===== config.mk =====
export PLATFORM = sky130hd
export DESIGN_NAME = mesi_line_cache
export DESIGN_NICKNAME = d
export VERILOG_FILES = /design/src/rtl/mesi_pkg.sv /design/src/rtl/mesi_line_dp.sv /design/src/rtl/mesi_line_ctrl.sv /design/src/rtl/mesi_line_cache.sv
export SDC_FILE = /design/constraint.sdc
export NUM_CORES = 1
export LEC_CHECK = 0
export ABC_AREA = 1
export BUFFER_PORTS_ARGS = -buffer_cell sky130_fd_sc_hd__buf_2
export CAP_MARGIN = 0
export CORE_ASPECT_RATIO = 0.6
export CORE_MARGIN = 1.5
export CORE_UTILIZATION = 45
export DETAILED_ROUTE_END_ITERATION = 16
export PLACE_DENSITY = 0.69
export SETUP_SLACK_MARGIN = 0.3
export SLEW_MARGIN = 20
export SYNTH_ARGS = -nofsm -noshare
export SYNTH_HDL_FRONTEND = slang
export SYNTH_HIERARCHICAL = 1
export SYNTH_SLANG_ARGS = --single-unit
export TNS_END_PERCENT = 50

===== constraint.sdc =====
create_clock -name clk -period 3.1 [get_ports clk]
set_clock_uncertainty 0.2 [all_clocks]
set_input_delay 0.155 -clock clk [delete_from_list [all_inputs] [get_ports clk]]
set_output_delay 0.155 -clock clk [all_outputs]
set_load 0.05 [all_outputs]

===== src/rtl/mesi_pkg.sv =====
package mesi_pkg;

  typedef enum logic [1:0] {
    LINE_I = 2'd0,
    LINE_S = 2'd1,
    LINE_E = 2'd2,
    LINE_M = 2'd3
  } lineState_t;

  // strobes from control into the tag/state/data arrays
  typedef struct packed {
    logic       cpuWrHit;     // silent write into an E/M line
    logic       issue;        // miss issued: drop index to Invalid
    logic       fill;         // response arrives: install line
    lineState_t fillState;
    logic       fillUseWdata; // ownership fill takes the write word
  } lineStrobe_t;

endpackage


===== src/rtl/mesi_line_dp.sv =====
module mesi_line_dp
  import mesi_pkg::*;
#(
  parameter int ADDR_W = 8,
  parameter int DATA_W = 16,
  parameter int LINES  = 4
) (
  input  logic              clk,
  input  logic              rstN,
  input  lineStrobe_t       stb,
  input  logic [ADDR_W-1:0] cpuAddr,
  input  logic [DATA_W-1:0] cpuWdata,
  input  logic [ADDR_W-1:0] fillAddr,
  input  logic [DATA_W-1:0] busRespData,
  input  logic              snpValid,
  input  logic              snpRfo,
  input  logic [ADDR_W-1:0] snpAddr,
  output lineState_t        cpuState,
  output logic [DATA_W-1:0] cpuRdata,
  output logic              snpHit,
  output logic              wbValid,
  output logic [ADDR_W-1:0] wbAddr,
  output logic [DATA_W-1:0] wbData
);

  localparam int IDX_W = $clog2(LINES);
  localparam int TAG_W = ADDR_W - IDX_W;

  lineState_t        stArr  [LINES];
  logic [TAG_W-1:0]  tagArr [LINES];
  logic [DATA_W-1:0] datArr [LINES];

  logic [IDX_W-1:0] cpuIdx, snpIdx, fillIdx;
  logic [TAG_W-1:0] cpuTag, snpTag, fillTag;
  logic             snpAct, snpDirty, vicDirty;

  assign cpuIdx  = cpuAddr[IDX_W-1:0];
  assign cpuTag  = cpuAddr[ADDR_W-1:IDX_W];
  assign snpIdx  = snpAddr[IDX_W-1:0];
  assign snpTag  = snpAddr[ADDR_W-1:IDX_W];
  assign fillIdx = fillAddr[IDX_W-1:0];
  assign fillTag = fillAddr[ADDR_W-1:IDX_W];

  assign snpHit   = (stArr[snpIdx] != LINE_I) && (tagArr[snpIdx] == snpTag);
  assign snpAct   = snpValid && snpHit;
  assign snpDirty = snpAct && (stArr[snpIdx] == LINE_M);
  assign vicDirty = stb.issue && (stArr[cpuIdx] == LINE_M);

  assign wbValid = snpDirty || vicDirty;
  assign wbAddr  = snpDirty ? snpAddr : {tagArr[cpuIdx], cpuIdx};
  assign wbData  = snpDirty ? datArr[snpIdx] : datArr[cpuIdx];

  assign cpuState = (tagArr[cpuIdx] == cpuTag) ? stArr[cpuIdx] : LINE_I;
  assign cpuRdata = stb.fill ? busRespData : datArr[cpuIdx];

  always_ff @(posedge clk or negedge rstN) begin
    if (!rstN) begin
      for (int i = 0; i < LINES; i++) begin
        stArr[i]  <= LINE_I;
        tagArr[i] <= '0;
        datArr[i] <= '0;
      end
    end else begin
      for (int i = 0; i < LINES; i++) begin
        if (snpAct && snpIdx == IDX_W'(i))
          stArr[i] <= snpRfo ? LINE_I : LINE_S;
        if (stb.cpuWrHit && cpuIdx == IDX_W'(i)) begin
          stArr[i]  <= LINE_M;
          datArr[i] <= cpuWdata;
        end
        if (stb.issue && cpuIdx == IDX_W'(i))
          stArr[i] <= LINE_I;
        if (stb.fill && fillIdx == IDX_W'(i)) begin
          stArr[i]  <= stb.fillState;
          tagArr[i] <= fillTag;
          datArr[i] <= stb.fillUseWdata ? cpuWdata : busRespData;
        end
      end
    end
  end


  silent_write_to_m_chk: assert property (@(posedge clk) disable iff (!rstN)
    stb.cpuWrHit |=> stArr[$past(cpuIdx)] == LINE_M);


  snoop_read_demote_chk: assert property (@(posedge clk) disable iff (!rstN)
    (snpAct && !snpRfo) |=> stArr[$past(snpIdx)] == LINE_S);


  snoop_rfo_inval_chk: assert property (@(posedge clk) disable iff (!rstN)
    (snpAct && snpRfo) |=> stArr[$past(snpIdx)] == LINE_I);


  snoop_blocks_cpu_chk: assert property (@(posedge clk) disable iff (!rstN)
    snpValid |-> !(stb.cpuWrHit || stb.issue));

endmodule


===== src/rtl/mesi_line_ctrl.sv =====
module mesi_line_ctrl
  import mesi_pkg::*;
#(
  parameter int ADDR_W = 8
) (
  input  logic              clk,
  input  logic              rstN,
  input  logic              cpuValid,
  input  logic              cpuWrite,
  input  logic [ADDR_W-1:0] cpuAddr,
  input  lineState_t        cpuState,
  input  logic              snpValid,
  input  logic              busRespValid,
  input  logic              busRespShared,
  output lineStrobe_t       stb,
  output logic              cpuReady,
  output logic              busReqValid,
  output logic              busReqRfo,
  output logic [ADDR_W-1:0] busReqAddr
);

  typedef enum logic {CT_IDLE, CT_WAIT} ctrlState_t;

  ctrlState_t        curSt, nxtSt;
  logic [ADDR_W-1:0] pendAddr;
  logic              pendRfo;
  logic              hitOk;

  assign hitOk = (cpuState != LINE_I) &&
                 (!cpuWrite || cpuState == LINE_E || cpuState == LINE_M);

  always_comb begin
    stb      = '0;
    cpuReady = 1'b0;
    nxtSt    = curSt;
    case (curSt)
      CT_IDLE: begin
        if (cpuValid && !snpValid) begin
          if (hitOk) begin
            cpuReady     = 1'b1;
            stb.cpuWrHit = cpuWrite;
          end else begin
            stb.issue = 1'b1;
            nxtSt     = CT_WAIT;
          end
        end
      end
      default: begin
        if (busRespValid) begin
          stb.fill         = 1'b1;
          stb.fillUseWdata = pendRfo;
          stb.fillState    = pendRfo ? LINE_M :
                             (busRespShared ? LINE_S : LINE_E);
          cpuReady         = 1'b1;
          nxtSt            = CT_IDLE;
        end
      end
    endcase
  end

  always_ff @(posedge clk or negedge rstN) begin
    if (!rstN) begin
      curSt    <= CT_IDLE;
      pendAddr <= '0;
      pendRfo  <= 1'b0;
    end else begin
      curSt <= nxtSt;
      if (stb.issue) begin
        pendAddr <= cpuAddr;
        pendRfo  <= cpuWrite;
      end
    end
  end

  assign busReqValid = (curSt == CT_WAIT);
  assign busReqRfo   = pendRfo;
  assign busReqAddr  = pendAddr;


  stall_while_pending_chk: assert property (@(posedge clk) disable iff (!rstN)
    (busReqValid && !busRespValid) |-> !cpuReady);


  req_held_chk: assert property (@(posedge clk) disable iff (!rstN)
    (busReqValid && !busRespValid) |=> (busReqValid && $stable(busReqAddr)));


  snoop_first_chk: assert property (@(posedge clk) disable iff (!rstN)
    (snpValid && !busReqValid) |-> !cpuReady);


  req_kind_chk: assert property (@(posedge clk) disable iff (!rstN)
    $rose(busReqValid) |-> busReqRfo == $past(cpuWrite));

endmodule


===== src/rtl/mesi_line_cache.sv =====
module mesi_line_cache
  import mesi_pkg::*;
#(
  parameter int ADDR_W = 8,
  parameter int DATA_W = 16,
  parameter int LINES  = 4
) (
  input  logic              clk,
  input  logic              rstN,
  input  logic              cpuValid,
  input  logic              cpuWrite,
  input  logic [ADDR_W-1:0] cpuAddr,
  input  logic [DATA_W-1:0] cpuWdata,
  output logic              cpuReady,
  output logic [DATA_W-1:0] cpuRdata,
  output logic              busReqValid,
  output logic              busReqRfo,
  output logic [ADDR_W-1:0] busReqAddr,
  input  logic              busRespValid,
  input  logic              busRespShared,
  input  logic [DATA_W-1:0] busRespData,
  input  logic              snpValid,
  input  logic              snpRfo,
  input  logic [ADDR_W-1:0] snpAddr,
  output logic              snpHit,
  output logic              wbValid,
  output logic [ADDR_W-1:0] wbAddr,
  output logic [DATA_W-1:0] wbData
);

  lineStrobe_t stb;
  lineState_t  cpuState;

  mesi_line_ctrl #(.ADDR_W(ADDR_W)) i_ctrl (
    .clk          (clk),
    .rstN         (rstN),
    .cpuValid     (cpuValid),
    .cpuWrite     (cpuWrite),
    .cpuAddr      (cpuAddr),
    .cpuState     (cpuState),
    .snpValid     (snpValid),
    .busRespValid (busRespValid),
    .busRespShared(busRespShared),
    .stb          (stb),
    .cpuReady     (cpuReady),
    .busReqValid  (busReqValid),
    .busReqRfo    (busReqRfo),
    .busReqAddr   (busReqAddr)
  );

  mesi_line_dp #(.ADDR_W(ADDR_W), .DATA_W(DATA_W), .LINES(LINES)) i_dp (
    .clk        (clk),
    .rstN       (rstN),
    .stb        (stb),
    .cpuAddr    (cpuAddr),
    .cpuWdata   (cpuWdata),
    .fillAddr   (busReqAddr),
    .busRespData(busRespData),
    .snpValid   (snpValid),
    .snpRfo     (snpRfo),
    .snpAddr    (snpAddr),
    .cpuState   (cpuState),
    .cpuRdata   (cpuRdata),
    .snpHit     (snpHit),
    .wbValid    (wbValid),
    .wbAddr     (wbAddr),
    .wbData     (wbData)
  );

endmodule


Yosys cells after proc, flatten, opt, wreduce, memory -nomap -nowiden:

Index checks and enable logic that the tools add are counted.

* flip-flop bits (word level): 106
* logic and storage cells: 137
* bits in latches: 0
* bits in writable memories: 0
* ROM bits: 0
* output and inout port bits: 53
* memories: 0
* input bits: 56

* eq/ne operators: 15
* add/sub/neg operators: 0
* order comparisons: 2
* divide/modulo/power cells: 0
* bitwise gates (word level): 2
* shift-type cells: 0
* $mul: 0
* reduce and logical (&&, ||, !) cells: 40
* muxes and demuxes: 63

Operators by type and width (count)
* $mux 16: 15
* $bmux 16 s2: 2
* $mux 2: 25
* $bmux 6 s2: 2
* $mux 6: 4
* $logic_and 1x1->1: 22
* $eq 2x2->1 const B: 10
* $reduce_bool 4->1: 4
* $eq 6x6->1: 2
* $reduce_bool 2->1: 6
* $mux 1: 10
* $bmux 2 s2: 2
* $mux 4: 2
* $mux 8: 1
* $eq 2x1->1 const B: 3
* $ge 3x3->1 const B: 2
* $logic_not 2->1: 3
* $not 2->3: 2
* $logic_or 1x1->1: 3
* $logic_not 1->1: 2

Longest topological paths before layout:

Gate-level depths: netlist of the first run.

* depth after elaboration: 17
* mapped depth: 23
* gate-level depth less buffers: 21

Hierarchy:

The synthesis of the first run kept the hierarchy.

By module, submodules not included
* mesi_line_dp: cells an instance 847, area an instance 6138.4 um2, instances 1
* mesi_line_ctrl: cells an instance 58, area an instance 475.5 um2, instances 1

Worst setup path after synthesis of the first run:

No wires, ideal clock.

* path kind: input to output
* from: input port cpuAddr[0]
* to: output port wbValid
* cell stages on the path: 14
* required time: 2.745 ns
* arrival time: 3.117 ns
* setup slack: -0.372 ns
* cell sequence: nor2_1 > clkbuf_1 > a22oi_1 > nand2_1 > xor2_1 > nor2_1 > nand3b_1 > nor2_1 > a21oi_4 > nand2_2 > buf_6 > inv_1 > inv_1 > o31ai_1

RTL lines
* start: declaration: RTL line mesi_line_cache.sv:12 `input logic [ADDR_W-1:0] cpuAddr,`
* end: declaration: RTL line mesi_line_cache.sv:26 `output logic wbValid,`

==> results by group, run 1 <==
Run status
  – Status: completed

Detailed routing
  – Drt wl/cell: around 19 um
  – DR vias/cell: ~5.8
  – Iter 0 DRT Violations: ~870
  – Final ANT Viol Nets: 0
  – WL final: ~24000 um
  – DR vias: ~7300
  – Residual DRC: 0
  – DRT Pass-1 Iters: 5

Logic synthesis
  – Mapped cell area: between 6000 and 7000 um^2
  – Ys async rst share: 1.00
  – Netlist cell types: 34
  – Synthesized flop and latch total: 106
  – Largest cells by area after synthesis: dfrtp_1 40%, nand2_1 16%, o221ai_1 7.2%
  – Number of synthesized flops with an enable pin: 0
  – Most instantiated library cell after synthesis: nand2_1
  – Synth Warn #: 6
  – Synth cell count leaders: 283 x nand2_1, 115 x inv_1, 106 x dfrtp_1, 77 x o21ai_0, 54 x o221ai_1
  – Mapped Avg Cell Area: ~7.3 um^2
  – Yosys top cell by area: dfrtp_1
  – Synth Net Count: 961
  – Post-Syn Instances: 905
  – Post-synthesis sequential area ratio: 0.401
  – Top_reg_cell synth: dfrtp_1
  – Share of the synthesized area in the top cell type: 0.401

Finish
  – Final Util: 0.608
  – Area Overhead vs Synth: 32.5%
  – N_diodes: 0
  – Post-Layout Cell Count: around 1300
  – Nets@finish: around 1100
  – Finished layout cell area: 8760 um^2
  – Share of cells above drive strength 1: 0.241

Power and ir drop
  – Worst VDD drop: between 0.4 and 0.5 mV
  – Power Total: about 6.6 mW
  – Pwr dens: between 700 and 800 nW/um^2
  – Leakage: about 4.2 nW

Clock network
  – Clk buf depth: 2
  – CTS sink count: 106
  – Cell chosen for the clock root: clkbuf_16
  – Htree depth: 3
  – Reg clk slew, reported paths: approximately 70 ps
  – CTS tree: done
  – Worst skew pair latency: between 300 and 400 ps
  – Total CTS buffers: 9

Critical path
  – Setup crit start kind: register
  – Crit path DAT: 2460 ps
  – Crit path capture type: primary output
  – CP Class: reg2out
  – Worst Path Required: ~2700 ps
  – Reg-to-Reg Start: i_dp/tagArr[1]$_DFFE_PN0P_
  – Crit. Startpoint: i_dp/tagArr[3]$_DFFE_PN0P_
  – Crit Path Max Fanout: 6

Floorplan
  – Die footprint: between 15000 and 20000 um^2
  – CORE AREA: ~14000 um^2
  – Die Y: just under 100 um
  – Die X: 160 um
  – Initial Utilization: 0.459
  – Io pins: around 110
  – Row count: 34

Job
  – Maximum capacitance violations: 0

STA
  – Max Clk Rate: 355 MHz
  – Worst Tran Pin Value: 798 ps
  – Final hold slack: about 90 ps
  – Final Cycle Share: 0.908
  – Final setup TNS: 0 ps
  – Final Slew Violations: 0
  – Final Worst Setup Slack: 285 ps
  – Hold Fails Final Rpt: 0
  – Rel. slew slack: 0.468
  – RSZ-0062 raised after global routing: yes
  – Crit path time final: approximately 2800 ps
  – Final setup fails: 0

Placed design
  – Placed Cells: 1208
  – Placed cell areas: between 7000 and 8000 um^2
  – GPL Wtd Cong: between 0.9 and 1
  – DP HPWL: 16300 um
  – Pre-CTS WS: 119 ps
  – Port Buffers: ~110

Worst hold path
  – Worst Hold Class: in2reg
  – Hold_sp: snpValid

Global routing
  – Grt ovf: 0
  – Total GRT Usage: 0.303
  – Initial antenna violation count: 0
  – Largest net degree at the start of global routing: between 50 and 60
  – Vias in the first global route: ~6500
  – First-pass GRT wire length: 36400 um
==> layout by cell type (no fill, tap or decap), types with 3 or more instances in the layout <==
| cell | instances |
|---|---|
| dfrtp_1 | 106 |
| inv_1 | 110 |
| nand2_1 | 272 |
| o21ai_0 | 71 |
| o311ai_4 | 4 |
| inv_2 | 5 |
| nand2_2 | 3 |
| a221oi_1 | 16 |
| buf_12 | 4 |
| nor2_2 | 5 |
| nor3_2 | 4 |
| nand3_1 | 48 |
| buf_2 | 102 |
| nor2_1 | 22 |
| buf_4 | 48 |
| o221ai_2 | 9 |
| o311ai_2 | 5 |
| a22oi_1 | 24 |
| dlygate4sd3_1 | 28 |
| buf_6 | 10 |
| o21ai_2 | 7 |
| o211ai_1 | 13 |
| inv_6 | 3 |
| o21ai_1 | 10 |
| nand2_4 | 8 |
| clkbuf_16 | 11 |
| buf_8 | 5 |
| nor2_4 | 6 |
| inv_4 | 3 |
| a21oi_1 | 14 |
| xor2_1 | 4 |
| o221ai_1 | 45 |
| o22ai_1 | 20 |
==> kinds of logic (layout without fill, tap and decap cells) <==
logic type / after synthesis / in the layout / share of synthesized area
AO/OA/AOI/OAI: 247 / 247 / 0.257
XOR/XNOR: 6 / 6 / 0.00795
buffers and inverters: 173 / 339 / 0.108
flip-flops: 106 / 106 / 0.401
AND/OR/NAND/NOR: 373 / 373 / 0.227
==> area by class of cell <==
class                      count  area, um^2
fill                        1276        5660
multi-input combinational    626        3610
sequential                   106        2650
timing repair buffer         200        1480
inverter                     122         483
clock buffer                  12         256
tap                          198         248
clock inverter                 4        33.8
timing repair inverter         1        8.76
==> worst paths after layout <==
| path | to | slack [ps] | cells after the start |
|---|---|---|---|
| hold reg to reg | i_ctrl/busReqAddr[5]$_DFFE_PN0P_ | 300 | 2 |
| setup reg to reg | i_dp/datArr[22]$_DFFE_PN0P_ | 340 | 17 |
| setup / recovery | wbValid | 290 | 13 |
| hold / removal | i_dp/stArr[6]$_DFFE_PN0P_ | 90 | 4 |
| max in group asynchronous | i_dp/stArr[0]$_DFFE_PN0P_ | 1650 | 3 |
| min in group asynchronous | i_ctrl/busReqAddr[4]$_DFFE_PN0P_ | 220 | 2 |
==> state kept, by name (all words and copies together) (netlist names) <==
name / flops
i_ctrl/busReqRfo: 1
i_dp/stArr: 8
i_ctrl/busReqAddr: 8
i_ctrl/busReqValid: 1
i_dp/datArr: 64
i_dp/tagArr: 24
==> worst max-delay path, cell delays in order (launching register included) <==
cell	delay [ps]
dfrtp_1	420
a22oi_1	190
nand2_1	110
xor2_1	160
nor2_1	70
nand3b_1	140
nor2_2	60
buf_4	150
a21oi_4	130
nand2_2	80
inv_2	70
inv_4	50
o31ai_4	280
buf_6	200
==> what timing repair did <==
item                                   4_1_cts  5_1_grt
endpoints found under the hold margin      115        0
pin swaps                                    1       25
setup endpoints to repair                   33       94
cloned                                       0        5
resized for setup                           10      102
hold buffers                                28        0
setup buffers                                0       12
==> where the power goes <==
part           leakage [nW]  switching (mW)  internal [mW]  total (mW)
registers              1.32           0.449           1.96        2.41
logic                  2.77            1.98           1.07        3.05
clock network         0.140           0.536          0.598        1.13
==> routing by layer <==
metal	up-vias	wire, um	global-route usage
li1	3412	-	-
met5	-	0	0
met3	29	3250	0.0798
met1	3398	10900	0.477
met4	0	282	0.0595
met2	464	9870	0.410
Power figures use the tool's default switching activity.
==> run 2: changes to the inputs <==
Settings changed: CORE_MARGIN 1.5 to 2.
==> results by group, run 2 (synthesis results as in run 1) <==
Critical path
  – Largest stage delay on the critical path: 430 ps (was 420 ps)
  – Crit Path Max Fanout: 6 (unchanged)
  – R2R setup slack: 380 ps (was 340 ps)
  – Crit path DAT: 2410 ps (was 2460 ps)
  – Worst Path Required: 2740 ps (about the same)
  – WP buf/inv: 4 (unchanged)
  – Reg2reg path depth: 16 (was 17)
  – RR Endpoint: i_dp/datArr[13]$_DFFE_PN0P_ (was i_dp/datArr[22]$_DFFE_PN0P_)
  – CP Class: reg2out (unchanged)
  – Reg-to-Reg Start: i_dp/tagArr[0]$_DFFE_PN0P_ (was i_dp/tagArr[1]$_DFFE_PN0P_)
  – Slowest cell on crit path: dfrtp_1 (unchanged)
  – Sequence of cells on the critical path: a22oi_2, nand2_1, xnor2_1, nand2_1, nand3b_1, nor2_2, buf_4, a21oi_4, nand2_2, inv_1, inv_2, o31ai_4, buf_6 (was a22oi_1, nand2_1, xor2_1, nor2_1, nand3b_1, nor2_2, buf_4, a21oi_4, nand2_2, inv_2, inv_4, o31ai_4, buf_6)
  – Cell mode on critical path: nand2_1
  – Cell family with most CP delay: compound AO/OA/AOI/OAI gates (unchanged)
  – Setup crit start kind: register (unchanged)
  – Crit path capture type: primary output (unchanged)

Detailed routing
  – WL final: 23600 um (was 24300 um)
  – Final ANT Viol Nets: 0 (unchanged)
  – DR vias: 7260 (was 7303)
  – DRT Pass-1 Iters: 6 (was 5)
  – Iter 0 DRT Violations: 874 (was 871)
  – DR vias/cell: 5.78 (was 5.75)
  – Residual DRC: 0 (unchanged)
  – Drt wl/cell: 18.8 um (was 19.2 um)

Finish
  – Nets@finish: 1110 (was 1122)
  – Max FFs per register: 64 (unchanged)
  – Most frequent cells in the layout: 280 x nand2_1, 112 x inv_1, 105 x dfrtp_1, 91 x buf_2, 67 x o21ai_0 (was 272 x nand2_1, 110 x inv_1, 106 x dfrtp_1, 102 x buf_2, 71 x o21ai_0)
  – Share of cells above drive strength 1: 0.212 (was 0.241)
  – Biggest register: i_dp/datArr (unchanged)
  – Sequential cell area: 2650 um^2 (about the same)
  – Area Overhead vs Synth: 27.4% (was 32.5%)
  – Most common cell after layout, fill and taps aside: nand2_1 (unchanged)
  – Footprint of the multi-input gates: 3420 um^2 (was 3610 um^2)
  – N_diodes: 0 (unchanged)
  – Fillcell total: 1290 (was 1276)
  – Largest regs: i_dp/datArr (64), i_dp/tagArr (24) (unchanged)

Power and ir drop
  – Pwr dens: 778 nW/um^2 (was 752 nW/um^2)
  – Leakage: 4.11 nW (was 4.23 nW)
  – Worst VDD drop: 0.373 mV (was 0.423 mV)
  – Power Total: 6.56 mW (was 6.59 mW)

Run status
  – Status: completed (unchanged)

STA
  – Max Clk Rate: 361 MHz (was 355 MHz)
  – Hold Fails Final Rpt: 0 (unchanged)
  – Final Cycle Share: 0.894 (was 0.908)
  – Final setup fails: 0 (unchanged)
  – Final setup TNS: 0 ps (unchanged)
  – Rel. slew slack: 0.512 (was 0.468)
  – Final Slew Violations: 0 (unchanged)
  – Crit path time final: 2770 ps (was 2810 ps)
  – Worst Tran Pin Value: 732 ps (was 798 ps)
  – RSZ-0062 raised after global routing: yes (unchanged)

Worst hold path
  – Hold_sp: snpValid (unchanged)
  – Worst Hold Depth: 4 (unchanged)
  – WHS Endpoint: i_dp/stArr[1]$_DFFE_PN0P_ (was i_dp/stArr[6]$_DFFE_PN0P_)
  – Worst Hold Class: in2reg (unchanged)

Clock network
  – Cell chosen for the clock root: clkbuf_16 (unchanged)
  – Total CTS buffers: 9 (unchanged)
  – CTS tree: done (unchanged)
  – Worst skew pair latency: 350 ps (about the same)
  – Clk buf depth: 2 (unchanged)
  – Reg clk slew, reported paths: 70 ps (about the same)
  – CTS sink count: 106 (unchanged)
  – Htree depth: 3 (unchanged)

Floorplan
  – Row count: 34 (unchanged)
  – Initial Utilization: 0.459 (unchanged)
  – Die X: 161 um (was 160 um)
  – Die Y: 97.9 um (was 96.9 um)
  – Die footprint: 15700 um^2 (was 15500 um^2)
  – Io pins: 109 (unchanged)
  – CORE AREA: 14400 um^2 (unchanged)

Job
  – Maximum capacitance violations: 0 (unchanged)

Global routing
  – Grt ovf: 0 (unchanged)
  – Initial antenna violation count: 0 (unchanged)
  – First-pass GRT wire length: 36900 um (was 36400 um)
  – Vias in the first global route: 6694 (was 6493)
  – Total GRT Usage: 0.299 (was 0.303)
  – Largest net degree at the start of global routing: 45 (was 58)

Placed design
  – Port Buffers: 108 (unchanged)
  – GPL Wtd Cong: 0.955 (was 0.964)
  – DP HPWL: 15900 um (was 16300 um)
-- run 2: cell types whose count changed in the layout (fill, tap and decap cells not counted), moves of 7 or more --
cell	previous run	this run
o221ai_2	9	0
buf_4	48	55
o221ai_1	45	54
nand2_1	272	280
nand2_4	8	1
buf_2	102	91
-- run 2: layer usage --
layer  up-vias  global-route usage  share of wire
li1       3393                   -              -
met1      3402               0.449           0.46
met2       438               0.419           0.41
met3        27               0.101           0.12
met4         0              0.0506          0.010
met5         -                   0              0
-- run 2: worst min-delay path: stages --
cell	delay (ps)
buf_2	170
nand3_1	140
nand3_1	70
nand2_1	60
-- run 2: layout make-up --
type                    instances  area share
clock buffers                  10      0.0284
flip-flops and latches        106       0.315
multi-input cells             626       0.405
repair inverters                1    0.000742
repair buffers                188       0.157
inverters                     122      0.0554
clock inverters                 6     0.00861
well taps                     198      0.0294
-- run 2: worst max-delay path by stage --
stage	depth (start not counted)	from	to
2_1_floorplan	12	i_dp/tagArr[8]$_DFFE_PN0P_	wbData[6]
3_3_place_gp	17	cpuAddr[1]	i_dp/datArr[41]$_DFFE_PN0P_
3_5_place_dp	19	cpuAddr[0]	i_dp/datArr[16]$_DFFE_PN0P_
4_1_cts	13	i_dp/tagArr[8]$_DFFE_PN0P_	wbData[6]
5_1_grt	18	i_dp/tagArr[18]$_DFFE_PN0P_	i_dp/stArr[0]$_DFFE_PN0P_
6_report	13	i_dp/tagArr[19]$_DFFE_PN0P_	wbValid
-- run 2: timing repair --
item / CTS / global route
setup endpoints to repair: 42 / 98
hold buffers: 28 / 0
pin swaps: 1 / 14
hold endpoints to repair: 100 / 0
buffers inserted: 0 / 8
cloned: 0 / 1
resized for setup: 9 / 68
-- run 2: metrics by stage --
step	instance area (um^2)	cells	hold slack, ps	util	worst slack, ps
global route	8430	1257	109	0.585	186
global placement	7580	1204	-47.3	0.526	185
CTS	8190	1248	62.9	0.568	289
finish	8430	1257	79.5	0.585	330
detailed placement	7580	1204	-44.4	0.526	52.6
floorplan	6650	905	-341	-	104
-- run 2: power by group --
| part | internal [mW] | switching [mW] |
|---|---|---|
| logic | 1.02 | 1.92 |
| clock network | 0.660 | 0.550 |
| registers | 1.96 | 0.443 |
